$ cat config.mk
export PLATFORM = sky130hd
export DESIGN_NAME = nibrx_top
export DESIGN_NICKNAME = d
export VERILOG_FILES = /design/src/rtl/nibrx_pkg.sv /design/src/rtl/nibrx_sync.sv /design/src/rtl/nibrx_ctrl.sv /design/src/rtl/nibrx_datapath.sv /design/src/rtl/nibrx_top.sv
export SDC_FILE = /design/constraint.sdc
export NUM_CORES = 1
export LEC_CHECK = 0
export BUFFER_PORTS_ARGS = -buffer_cell sky130_fd_sc_hd__buf_2
export CORE_UTILIZATION = 60
export DETAILED_ROUTE_END_ITERATION = 12
export PLACE_DENSITY = 0.84
export SLEW_MARGIN = 10
export SYNTH_ARGS = -nofsm -noshare
export SYNTH_HDL_FRONTEND = slang
export SYNTH_SLANG_ARGS = --single-unit
$ cat constraint.sdc
create_clock -name clk -period 6.15 [get_ports clk]
set_input_delay 0.615 -clock clk [delete_from_list [all_inputs] [get_ports clk]]
set_output_delay 0.615 -clock clk [all_outputs]
set_load 0.02 [all_outputs]
$ cat src/rtl/nibrx_pkg.sv
package nibrx_pkg;
  typedef enum logic [2:0] {
    ST_IDLE, ST_REQ_LO, ST_ACK_LO, ST_REQ_HI, ST_ACK_HI, ST_PUSH
  } rxState_t;

  typedef enum logic [1:0] {
    CODE_OK = 2'd0, CODE_TIMEOUT = 2'd1, CODE_IOERR = 2'd2
  } doneCode_t;

  typedef struct packed {
    logic loadLen;
    logic latchLo;
    logic latchHi;
    logic bump;
  } dpCtrl_t;
endpackage

$ cat src/rtl/nibrx_sync.sv
module nibrx_sync #(
  parameter int WIDTH = 5,
  parameter int STAGES = 2
) (
  input  logic             clk,
  input  logic             rst_n,
  input  logic [WIDTH-1:0] asyncIn,
  output logic [WIDTH-1:0] syncOut
);
  logic [WIDTH-1:0] chain [STAGES];

  always_ff @(posedge clk) begin
    if (!rst_n) chain[0] <= '1;
    else        chain[0] <= asyncIn;
  end

  for (genvar s = 1; s < STAGES; s++) begin : g_stage
    always_ff @(posedge clk) begin
      if (!rst_n) chain[s] <= '1;
      else        chain[s] <= chain[s-1];
    end
  end

  assign syncOut = chain[STAGES-1];
endmodule

$ cat src/rtl/nibrx_ctrl.sv
module nibrx_ctrl
  import nibrx_pkg::*;
#(
  parameter int LONG_WAIT  = 2000,
  parameter int SHORT_WAIT = 6
) (
  input  logic      clk,
  input  logic      rst_n,
  input  logic      start,
  input  logic      ackSync,
  input  logic      outReady,
  input  logic      lastByte,
  output dpCtrl_t   dpCtrl,
  output logic      autoFdN,
  output logic      outValid,
  output logic      busy,
  output logic      doneStrobe,
  output doneCode_t doneCode
);
  localparam int WAIT_W = $clog2(LONG_WAIT + 1);
  localparam logic [WAIT_W-1:0] LONG_LAST  = WAIT_W'(LONG_WAIT - 1);
  localparam logic [WAIT_W-1:0] SHORT_LAST = WAIT_W'(SHORT_WAIT - 1);

  rxState_t          state;
  logic [WAIT_W-1:0] waitCnt;
  logic              errPend;
  logic              expired;

  assign expired = (state == ST_REQ_LO) ? (waitCnt == LONG_LAST)
                                        : (waitCnt == SHORT_LAST);

  assign dpCtrl.loadLen = (state == ST_IDLE) && start;
  assign dpCtrl.latchLo = (state == ST_REQ_LO) && !ackSync;
  assign dpCtrl.latchHi = (state == ST_REQ_HI) && !ackSync;
  assign dpCtrl.bump    = (state == ST_PUSH) && outReady;

  assign autoFdN  = !((state == ST_REQ_LO) || (state == ST_REQ_HI));
  assign outValid = (state == ST_PUSH);
  assign busy     = (state != ST_IDLE);

  always_ff @(posedge clk) begin
    if (!rst_n) begin
      state      <= ST_IDLE;
      waitCnt    <= '0;
      errPend    <= 1'b0;
      doneStrobe <= 1'b0;
      doneCode   <= CODE_OK;
    end else begin
      doneStrobe <= 1'b0;
      waitCnt    <= waitCnt + 1'b1;
      unique case (state)
        ST_IDLE: begin
          waitCnt <= '0;
          if (start) state <= ST_REQ_LO;
        end
        ST_REQ_LO, ST_REQ_HI: begin
          if (!ackSync) begin
            state   <= (state == ST_REQ_LO) ? ST_ACK_LO : ST_ACK_HI;
            waitCnt <= '0;
          end else if (expired) begin
            state      <= ST_IDLE;
            doneStrobe <= 1'b1;
            doneCode   <= CODE_TIMEOUT;
          end
        end
        ST_ACK_LO: begin
          if (ackSync) begin
            state   <= ST_REQ_HI;
            waitCnt <= '0;
          end else if (expired) begin
            state      <= ST_IDLE;
            doneStrobe <= 1'b1;
            doneCode   <= CODE_TIMEOUT;
          end
        end
        ST_ACK_HI: begin
          if (ackSync || expired) begin
            state   <= ST_PUSH;
            errPend <= !ackSync;
          end
        end
        ST_PUSH: begin
          waitCnt <= '0;
          if (outReady) begin
            if (errPend || lastByte) begin
              state      <= ST_IDLE;
              doneStrobe <= 1'b1;
              doneCode   <= errPend ? CODE_IOERR : CODE_OK;
            end else begin
              state <= ST_REQ_LO;
            end
          end
        end
        default: state <= ST_IDLE;
      endcase
    end
  end
endmodule

$ cat src/rtl/nibrx_datapath.sv
module nibrx_datapath
  import nibrx_pkg::*;
#(
  parameter int LEN_W = 16
) (
  input  logic             clk,
  input  logic             rst_n,
  input  dpCtrl_t          dpCtrl,
  input  logic [LEN_W-1:0] xferLen,
  input  logic [3:0]       nibbleIn,
  output logic [7:0]       outData,
  output logic [LEN_W-1:0] byteCount,
  output logic             lastByte
);
  logic [LEN_W-1:0] lenReg;
  logic [3:0]       loNib;

  always_ff @(posedge clk) begin
    if (!rst_n) begin
      lenReg    <= '0;
      loNib     <= '0;
      outData   <= '0;
      byteCount <= '0;
    end else begin
      if (dpCtrl.loadLen) begin
        lenReg    <= xferLen;
        byteCount <= '0;
      end else if (dpCtrl.bump) begin
        byteCount <= byteCount + 1'b1;
      end
      if (dpCtrl.latchLo) loNib   <= nibbleIn;
      if (dpCtrl.latchHi) outData <= {nibbleIn, loNib};
    end
  end

  assign lastByte = (byteCount + 1'b1) == lenReg;
endmodule

$ cat src/rtl/nibrx_top.sv
module nibrx_top
  import nibrx_pkg::*;
#(
  parameter int LONG_WAIT   = 2000,
  parameter int SHORT_WAIT  = 6,
  parameter int LEN_W       = 16,
  parameter int SYNC_STAGES = 2
) (
  input  logic             clk,
  input  logic             rst_n,
  input  logic             start,
  input  logic [LEN_W-1:0] xferLen,
  input  logic             ackN,
  input  logic             faultN,
  input  logic             select,
  input  logic             paperErr,
  input  logic             busyIn,
  output logic             autoFdN,
  output logic             selectInN,
  output logic             strobeN,
  output logic [7:0]       outData,
  output logic             outValid,
  input  logic             outReady,
  output logic             busy,
  output logic             doneStrobe,
  output logic [1:0]       doneCode,
  output logic [LEN_W-1:0] doneCount
);
  logic [4:0] pinSync;
  dpCtrl_t    dpCtrl;
  logic       lastByte;
  doneCode_t  codeInt;

  nibrx_sync #(.WIDTH(5), .STAGES(SYNC_STAGES)) u_sync (
    .clk(clk), .rst_n(rst_n),
    .asyncIn({busyIn, paperErr, select, faultN, ackN}),
    .syncOut(pinSync)
  );

  nibrx_ctrl #(.LONG_WAIT(LONG_WAIT), .SHORT_WAIT(SHORT_WAIT)) u_ctrl (
    .clk(clk), .rst_n(rst_n), .start(start), .ackSync(pinSync[0]),
    .outReady(outReady), .lastByte(lastByte), .dpCtrl(dpCtrl),
    .autoFdN(autoFdN), .outValid(outValid), .busy(busy),
    .doneStrobe(doneStrobe), .doneCode(codeInt)
  );

  nibrx_datapath #(.LEN_W(LEN_W)) u_dp (
    .clk(clk), .rst_n(rst_n), .dpCtrl(dpCtrl), .xferLen(xferLen),
    .nibbleIn(pinSync[4:1]), .outData(outData), .byteCount(doneCount),
    .lastByte(lastByte)
  );

  assign doneCode  = codeInt;
  assign selectInN = 1'b1;
  assign strobeN   = 1'b1;
endmodule

==> results.cfg <==
[run_status]
outcome = finished clean

[cts]
cts_tree = done
clk_pin_slew_ns = 0.07
post_cts_buffers = 0
cts-root-buf = clkbuf_8
max-clock-path-buffers = 2
cts_max_level = 3
ctsResizeCount = 0
hold_buffers = 0
clkLatencyLatePin_ns = 0.34
cts.sinks = 72
cts_buffers = 9

[floorplan]
die_area_um2 = 5950
ios = 57
die_h_um = 77.1
fp.dieW_um = 77.1
core_um2 = 5270
rows = 26
start_util = 0.643

[synthesis]
synth_largest_area_cell = dfxtp_1
synthMostInstantiatedCell = dfxtp_1
synth_seq_cells = 72
ys_types = 54
synth-compound-area-share = 0.123
synth_top_family_by_area = simple AND/OR/NAND/NOR gates
synthMuxAreaShare = 0.0207
ys_warn_count = 0
synth-xor-area-share = 0.106
yosysSeqAreaShare = 0.425
async_flop_share = 0
yosys.area_share.adder = 0.0103
synth_edf_count = 0
yosysTopAreaCellShare = 0.425
synth_commonest_cells = 72 x dfxtp_1, 69 x nand2_1, 39 x nor2_1, 35 x a21oi_1, 22 x xnor2_1
yosys.area_share.simple = 0.272
synth_area_um2 = 3390
synthCells = 410
synth.area.top_cells = dfxtp_1 43%, nand2_1 7.6%, xnor2_1 5.7%
ys.flop_type = dfxtp_1
syn_area_per_cell_um2 = 8.26

[drt]
route.antenna.remaining_nets = 0
wire_per_inst_um = 13.9
drt_pass1_iterations = 4
vias = 2959
drc = 0
vias_per_cell = 5.65
drt-total-wl_mm = 7.30
first_iter_violations = 159

[critical_path]
start_kind = register
cpLargestDelayFamily = simple AND/OR/NAND/NOR gates
cp_max_fo = 13
rrSetupSlack_ns = 3.40
path_class = reg2reg
path_cells = ha_1, nand3_1, nor4_1, xnor2_1, o211ai_2, nor4_4, o22ai_1
critPathArrivalTime_ns = 2.93
worst_ep_required_time_ns = 6.33
crit_slowest_cell = nor4_1
slowest_delay_ns = 0.64
worst-path-buf-inv = 0
crit_path_end_kind = register

[layout]
fill_cells = 420
antenna_cells = 0
fin_cells = 524
drive_above_1_share = 0.181
area_growth_pct = 12.9
num-nets-final = 478
utilization = 0.726

[global_routing]
grt_busiest_layer = met2
grt_use_met3 = 0.0417
grt_antenna_before_repair = 0
grt_pass1_wl_mm = 12.4
grtUsageMet1 = 0.346
overflow = 0
met2_usage = 0.414
first_global_vias = 2697
grt_max_degree = 34
track_usage = 0.261

[sta]
fmax_mhz = 364
fin_setup_tns_ns = 0
finalHoldViolations = 0
slew_viol_final = 0
timing.final.crit_share = 0.447
max_slew_margin = 0.314
hold_ws_ns = 0.410
rsz0062_at_grt = false
skew_ns = 0.00777
layout_min_cycle_time_ns = 2.75
setup_violations = 0
worst_pin_slew_ns = 1.03

[placement]
dp.cells = 510
hpwl_mm = 5.09
io_buffers = 54
place_congestion = 0.874

[power]
irDropWorstVdd_uv = 154
power_leakage_nw = 1.52
powerDensity_nw_per_um2 = 242

[flow_run]
cap_violations = 0

[worst_hold_path]
hold_path.class = reg2reg
worst paths after layout:
kind | startpoint | endpoint | cells past startpoint
setup reg to reg | u_dp.byteCount[0] | u_ctrl.doneCode[0] | 7
setup / recovery | u_dp.byteCount[0] | u_ctrl.doneCode[0] | 7
hold / removal | u_sync.chain[0][4] | u_sync.chain[1][4] | 1
hold reg to reg | u_sync.chain[0][4] | u_sync.chain[1][4] | 1
cell usage in the layout (no fill, tap or decap), drive strengths merged, types with 3 or more instances in the layout:
master  count
xnor2      23
nand2b     11
nor4        7
clkbuf     11
o21ai      10
xor2       17
nand4       5
mux2i       7
or3         5
nor3       13
a21oi      35
nor2       39
dfxtp      72
and3        5
inv         7
and2        3
nand3      15
buf        54
nor2b       6
nand2      69
state kept, by name, indices dropped and copies added, names as in the netlist:
register / cells
u_ctrl.doneCode: 2
u_ctrl.doneStrobe: 1
u_ctrl.errPend: 1
u_ctrl.state: 3
u_ctrl.waitCnt: 11
u_dp.byteCount: 16
u_dp.lenReg: 16
u_dp.loNib: 4
u_dp.outData: 8
u_sync.chain: 10
layer usage:
metal,vias up,routed length [µm]
met3,12,368
met1,1388,3420
li1,1469,-
met2,90,3370
met4,0,128
met5,-,0
worst reg2reg max path, delay by kind of cell (launching register included):
kind | cells | cell delay [ns]
fa+ha+maj | 1 | 0.29
flops | 1 | 0.45
simple gates | 3 | 1.39
compound gates | 2 | 0.26
xor+xnor | 1 | 0.20
through the flow:
step / instance area [µm²] / worst slack (ns) / power, mW
floorplan: 3390 / 3.89 / 0.548
global placement: 3630 / 3.58 / 0.566
detailed placement: 3630 / 3.47 / 0.568
CTS: 3830 / 3.46 / 0.930
global route: 3830 / 3.17 / 0.959
finish: 3830 / 3.40 / 0.925
cell type report:
cell class / count / area [µm²] / share of cell area
Sequential cell: 72 / 1440 / 0.377
Multi-Input combinational cell: 307 / 1810 / 0.472
Inverter: 7 / 26.3 / 0.00687
Clock inverter: 3 / 42.5 / 0.0111
Timing Repair Buffer: 54 / 270 / 0.0706
Tap cell: 70 / 87.6 / 0.0229
Clock buffer: 11 / 151 / 0.0396
logic make-up after synthesis:
| kind of cell | Yosys count |
|---|---|
| xor+xnor | 40 |
| fa+ha+maj | 3 |
| buf+inv | 32 |
| flops | 72 |
| other cells | 1 |
| compound gates | 67 |
| mux | 7 |
| simple gates | 188 |
power by group:
| group | total, mW | internal [mW] | switching, mW |
|---|---|---|---|
| clock network | 0.366 | 0.204 | 0.162 |
| logic | 0.0695 | 0.0277 | 0.0417 |
| registers | 0.490 | 0.478 | 0.0115 |
| total | 0.925 | 0.710 | 0.215 |
(Power assumes the default switching activity.)
